File: src/rtl/pixlink_pkg.sv
package pixlink_pkg;

    localparam int LANES      = 4;
    localparam int SLOTS      = 7;
    localparam int WORD       = LANES * SLOTS;
    localparam int HIGH_SLOTS = 4;

    // Source bit of the parallel word for each lane and slot (slot 0 sent first)
    localparam int SRC_MAP [LANES][SLOTS] = '{
        '{ 7,  6,  4,  3,  2,  1,  0},
        '{18, 15, 14, 13, 12,  9,  8},
        '{26, 25, 24, 22, 21, 20, 19},
        '{23, 17, 16, 11, 10,  5, 27}
    };

endpackage

File: src/rtl/pixlink_capture.sv
module pixlink_capture #(
    parameter int WORD = 28
) (
    input  logic            clk,
    input  logic            rst_n,
    input  logic            pd_n,
    input  logic            pix_clk,
    input  logic            edge_sel,
    input  logic [WORD-1:0] data_in,
    output logic [WORD-1:0] hold_o
);

    typedef struct packed {
        logic            pix;
        logic [WORD-1:0] hold;
    } cap_t;

    cap_t st_d, st_q;
    logic rise, fall, hit;

    always_comb begin
        st_d     = st_q;
        st_d.pix = pix_clk;
        rise     = pix_clk & ~st_q.pix;
        fall     = ~pix_clk & st_q.pix;
        hit      = edge_sel ? rise : fall;
        if (!pd_n) begin
            st_d.hold = '0;
        end else if (hit) begin
            st_d.hold = data_in;
        end
    end

    always_ff @(posedge clk or negedge rst_n) begin
        if (!rst_n) begin
            st_q <= '0;
        end else begin
            st_q <= st_d;
        end
    end

    assign hold_o = st_q.hold;

endmodule

File: src/rtl/pixlink_lane.sv
module pixlink_lane #(
    parameter int SLOTS = 7
) (
    input  logic             clk,
    input  logic             rst_n,
    input  logic             pd_n,
    input  logic             load,
    input  logic [SLOTS-1:0] image_i,
    output logic             ser_o
);

    typedef struct packed {
        logic [SLOTS-1:0] sh;
    } lane_t;

    lane_t st_d, st_q;

    always_comb begin
        st_d = st_q;
        if (!pd_n) begin
            st_d.sh = '0;
        end else if (load) begin
            st_d.sh = image_i;
        end else begin
            st_d.sh = {st_q.sh[SLOTS-2:0], 1'b0};
        end
    end

    always_ff @(posedge clk or negedge rst_n) begin
        if (!rst_n) begin
            st_q <= '0;
        end else begin
            st_q <= st_d;
        end
    end

    assign ser_o = st_q.sh[SLOTS-1];

endmodule

File: src/rtl/pixlink_clkpat.sv
module pixlink_clkpat #(
    parameter int SLOTS = 7,
    parameter int HIGH  = 4
) (
    input  logic clk,
    input  logic rst_n,
    input  logic pd_n,
    input  logic start,
    output logic clk_o
);

    localparam int SLOT_W = $clog2(SLOTS);
    localparam logic [SLOT_W-1:0] LAST_SLOT = SLOT_W'(SLOTS - 1);
    localparam logic [SLOT_W-1:0] HIGH_END  = SLOT_W'(HIGH);

    typedef struct packed {
        logic              run;
        logic [SLOT_W-1:0] slot;
        logic              pat;
    } pat_t;

    pat_t st_d, st_q;
    logic [SLOT_W-1:0] nslot;

    always_comb begin
        st_d  = st_q;
        nslot = (st_q.slot == LAST_SLOT) ? '0 : st_q.slot + 1'b1;
        if (!pd_n) begin
            st_d = '0;
        end else if (start) begin
            st_d.run  = 1'b1;
            st_d.slot = '0;
            st_d.pat  = 1'b1;
        end else if (st_q.run) begin
            st_d.slot = nslot;
            st_d.pat  = (nslot < HIGH_END);
        end
    end

    always_ff @(posedge clk or negedge rst_n) begin
        if (!rst_n) begin
            st_q <= '0;
        end else begin
            st_q <= st_d;
        end
    end

    assign clk_o = st_q.pat;

endmodule

File: src/rtl/pixlink_serializer.sv
module pixlink_serializer
    import pixlink_pkg::*;
#(
    parameter int N_LANES = LANES,
    parameter int N_SLOTS = SLOTS,
    parameter int N_HIGH  = HIGH_SLOTS
) (
    input  logic                       clk_bit,
    input  logic                       rst_n,
    input  logic                       pd_n,
    input  logic                       edge_sel,
    input  logic                       pix_clk,
    input  logic                       frame_start,
    input  logic [N_LANES*N_SLOTS-1:0] pix_data,
    output logic [N_LANES-1:0]         lane_out,
    output logic                       clk_lane
);

    localparam int N_WORD = N_LANES * N_SLOTS;

    logic [N_WORD-1:0] held;

    pixlink_capture #(.WORD(N_WORD)) u_cap (
        .clk      (clk_bit),
        .rst_n    (rst_n),
        .pd_n     (pd_n),
        .pix_clk  (pix_clk),
        .edge_sel (edge_sel),
        .data_in  (pix_data),
        .hold_o   (held)
    );

    for (genvar ln = 0; ln < N_LANES; ln++) begin : g_lane
        logic [N_SLOTS-1:0] image;

        // Slot 0 goes to the MSB so that it leaves first
        always_comb begin
            for (int s = 0; s < N_SLOTS; s++) begin
                image[N_SLOTS-1-s] = held[SRC_MAP[ln][s]];
            end
        end

        pixlink_lane #(.SLOTS(N_SLOTS)) u_lane (
            .clk     (clk_bit),
            .rst_n   (rst_n),
            .pd_n    (pd_n),
            .load    (frame_start),
            .image_i (image),
            .ser_o   (lane_out[ln])
        );
    end

    pixlink_clkpat #(.SLOTS(N_SLOTS), .HIGH(N_HIGH)) u_pat (
        .clk   (clk_bit),
        .rst_n (rst_n),
        .pd_n  (pd_n),
        .start (frame_start),
        .clk_o (clk_lane)
    );

endmodule

File: config.mk
export PLATFORM = sky130hd
export DESIGN_NAME = pixlink_serializer
export DESIGN_NICKNAME = d
export VERILOG_FILES = /design/src/rtl/pixlink_pkg.sv /design/src/rtl/pixlink_capture.sv /design/src/rtl/pixlink_lane.sv /design/src/rtl/pixlink_clkpat.sv /design/src/rtl/pixlink_serializer.sv
export SDC_FILE = /design/constraint.sdc
export NUM_CORES = 1
export LEC_CHECK = 0
export CORE_UTILIZATION = 40
export DETAILED_ROUTE_END_ITERATION = 8
export PLACE_DENSITY = 0.74
export SKIP_LAST_GASP = 1
export SLEW_MARGIN = 20
export SYNTH_ARGS = -nofsm -noshare
export SYNTH_HDL_FRONTEND = slang
export SYNTH_SLANG_ARGS = --single-unit
export TNS_END_PERCENT = 1
File: constraint.sdc
create_clock -name clk_bit -period 1.45 [get_ports clk_bit]
set_input_delay 0.145 -clock clk_bit [delete_from_list [all_inputs] [get_ports clk_bit]]
set_output_delay 0.145 -clock clk_bit [all_outputs]
set_load 0.02 [all_outputs]
==> results.md <==
* Gr ovfl total at 0
* Crit path max fanout at 1
* FMAX at just over 700 MHz
* Worst path top cell family by delay: buffers and inverters
* Fin crit period at approximately 1.4 ns
* Worst EP required at roughly 1.3 ns
* Cell area after layout at between 0.003 and 0.004 mm^2
* Die Wd at 84.4 um
* Status: complete, but fails checks
* Final WL at roughly 4.7 mm
* Worst min path class: primary input to flip-flop
* Wire per inst at around 13 um
* Max Slew Vio Count at 0
* TritonCTS clock tree: yes
* Net Count, Synth at 271
* Violated checks: DRC
* Bufs and invs on worst path at 1
* Detailed Routing Iterations Pass 1 at 6
* Static Leak at 1.74 nW
* Clk pwr share at between 40 and 50%
* Die Area at just over 0.007 mm^2
* Slew of the pin with the lowest slew margin at 0.454 ns
* Non-Filler Instances at ~360
* Post-synthesis cell type count at 24
* Synth top area share at between 50% and 60%
* CTS H-tree lvls at 3
* Psw at 0.852 mW
* Worst slack, placed at -0.0804 ns
* Post-DP Area at between 0.003 and 0.004 mm^2
* Drt first-iter violations at 80
* Slowest stage delay, CP at ~0.6 ns
* Placed instance count at between 300 and 400
* Initial antenna violation count at 0
* Slowest cell on the critical path: clkdlybuf4s50_1
* Vias in the first global route at approximately 1800
* Inserted Clock Buffers at 9
* Clk_skew at 0.00712 ns
* Via count at between 1500 and 2000
* Largest net degree at the start of global routing at 49
* Post-Route Utilization at between 50% and 60%
* Initial Util at between 40% and 50%
* Clk Latency, worst-skew pair at between 0.3 and 0.4 ns
* Area contributors post-synth: dfrtp_1 (57%), mux2i_1 (19%), nand2_1 (8.0%)
* Tcrit/Tclk final at between 90% and 100%
* Synth Instances at approximately 240
* First-pass GRT wire length at 8.07 mm
* Logic pwr share at roughly a tenth
* GR Util All Layers at between 15 and 20%
* Max Buffers Root-to-Sink at 2
* Main synth FF type: dfrtp_1
* Root Buffer: clkbuf_8
* Setup CP Type: flip-flop to primary output
* EDFF count, synth at 0
* Final Setup Violations at 0
* Worst setup SP type: flip-flop
* Synth async-reset ratio at between 90% and 100%
* Row count at 29
* Antenna-violating nets left at 0
* Nets at approximately 310
* Area delta synth->final at 25.7%
* Switching Share at ~21%
* Filler cell count at 595
* Hold Vio Cnt, Final at 0
* Die height at about 84 um
* Max Cap Viol at 0
* I/O pins at 39
* Vias per inst at ~4.8
* DP Wirelength at 3.03 mm
* Setup TNS at 0 ns
* Worst rel slew slack at 69.8%
* Worst VDD drop at approximately 0.75 mV
* Final setup margin at between 0.03 and 0.04 ns
* Arrival time worst endpoint at 1.27 ns
* P per Cell Area at around 1200 mW/mm^2
* Synth area leader: dfrtp_1
* Post-synthesis sequential area ratio at around 57%
* Placer congestion estimate at 0.734
* CTS clk-pin slew, worst paths at 0.07 ns
* Ys Warns at 0
* PortBufs at 38
* Flop pwr share at 46.2%
* Core box area at ~0.0065 mm^2
* Layout cells sized above 1 at approximately a tenth
* TritonCTS Sinks at 62
* CP Capture Type: primary output
* Synth Cell Area at 0.00272 mm^2
* Syn Area/Cell at 11.5 um^2
* Diode count at 0
* Cell with the most instances after synthesis: dfrtp_1
* Unrepaired setup endpoints after global routing: true
* Synth cell count leaders: dfrtp_1 (62), nand2_1 (58), mux2i_1 (52)
* Internal power at around 3.1 mW
* Residual DRC at 2
* Crit path cell chain: clkdlybuf4s50_1
* Yosys reg bits at 62
-- registers in the layout (all words and copies together), names as in the netlist --
name	count
g_lane.u_lane.st_q	28
u_cap.hold_o	28
u_cap.st_q	1
u_pat.st_q	4
u_pat.clk_o	1
-- power by group through the flow --
| stage | sequential, mW | combinational, mW | clock (mW) |
|---|---|---|---|
| floorplan | 1.86 | 0.222 | 0 |
| global placement | 1.86 | 0.396 | 0 |
| detailed placement | 1.87 | 0.404 | 0 |
| CTS | 1.84 | 0.408 | 1.79 |
| global route | 1.84 | 0.440 | 1.87 |
| finish | 1.84 | 0.397 | 1.74 |
-- worst reg2reg max path, cell delays in order, from the launching register on --
cell	delay, ns
dfrtp_1	0.41
and3b_1	0.23
a21oi_4	0.19
buf_12	0.21
mux2i_1	0.22
-- area by class of cell --
| class | instances | area (um^2) | share of cell area [%] |
|---|---|---|---|
| inverter | 1 | 3.75 | 0.110 |
| timing repair buffer | 47 | 500 | 14.6 |
| multi-input combinational | 154 | 1030 | 30.2 |
| sequential | 62 | 1550 | 45.4 |
| clock buffer | 13 | 169 | 4.94 |
| clock inverter | 3 | 65.1 | 1.90 |
| tap | 77 | 96.3 | 2.82 |
-- what timing repair did --
item | 4_1_cts | 5_1_grt
endpoints found under the setup margin | 0 | 3
endpoints found under the hold margin | 16 | 0
setup buffers | 0 | 0
hold buffers | 1 | 0
gates resized for setup | 0 | 1
-- metrics by stage --
step,hold slack [ns],power [mW]
floorplan,-0.151,2.08
global placement,0.114,2.26
detailed placement,0.117,2.27
CTS,0.243,4.03
global route,0.256,4.16
finish,0.253,3.97
-- cell usage in the layout (no fill, tap or decap), drive strengths merged, types with 2 or more instances in the layout --
master,netlist,final
dfrtp,62,62
nand2,58,58
mux2i,52,52
clkdlybuf4s50,0,34
nor2b,24,24
clkbuf,5,13
buf,15,11
and3,4,4
a21oi,4,4
nand2b,2,2
bufinv,0,2
-- kinds of logic (layout without fill, tap and decap cells) --
| logic type | Yosys count | after routing | share of synthesized area [%] |
|---|---|---|---|
| muxes | 52 | 52 | 19.1 |
| buffers and inverters | 21 | 64 | 5.29 |
| AOI/OAI and AO/OA | 11 | 11 | 2.95 |
| DFF | 62 | 62 | 57.1 |
| and+or+nand+nor | 91 | 91 | 15.6 |
-- layer usage --
metal | track usage [%] | vias up | wire length [um]
li1 | - | 849 | -
met1 | 17.9 | 831 | 2130
met5 | 0 | - | 0
met3 | 5.31 | 7 | 189
met4 | 6.93 | 0 | 85
met2 | 24.9 | 33 | 2260
-- path summary, 6_finish.rpt --
| kind | start | to | slack, ns | cells past startpoint |
|---|---|---|---|---|
| min | pd_n | u_pat.st_q[4] | 0.25 | 3 |
| min in group asynchronous | rst_n | g_lane[1].u_lane.st_q[2] | 0.28 | 2 |
| max reg2reg | u_cap.st_q[28] | u_cap.hold_o[27] | 0.12 | 4 |
| max in group asynchronous | rst_n | u_cap.hold_o[8] | 0.68 | 3 |
| min reg2reg | g_lane[0].u_lane.st_q[5] | g_lane[0].u_lane.st_q[6] | 0.50 | 2 |
| max | g_lane[1].u_lane.st_q[6] | lane_out[1] | 0.03 | 1 |
No activity file was read; power rests on OpenSTA's default activity.
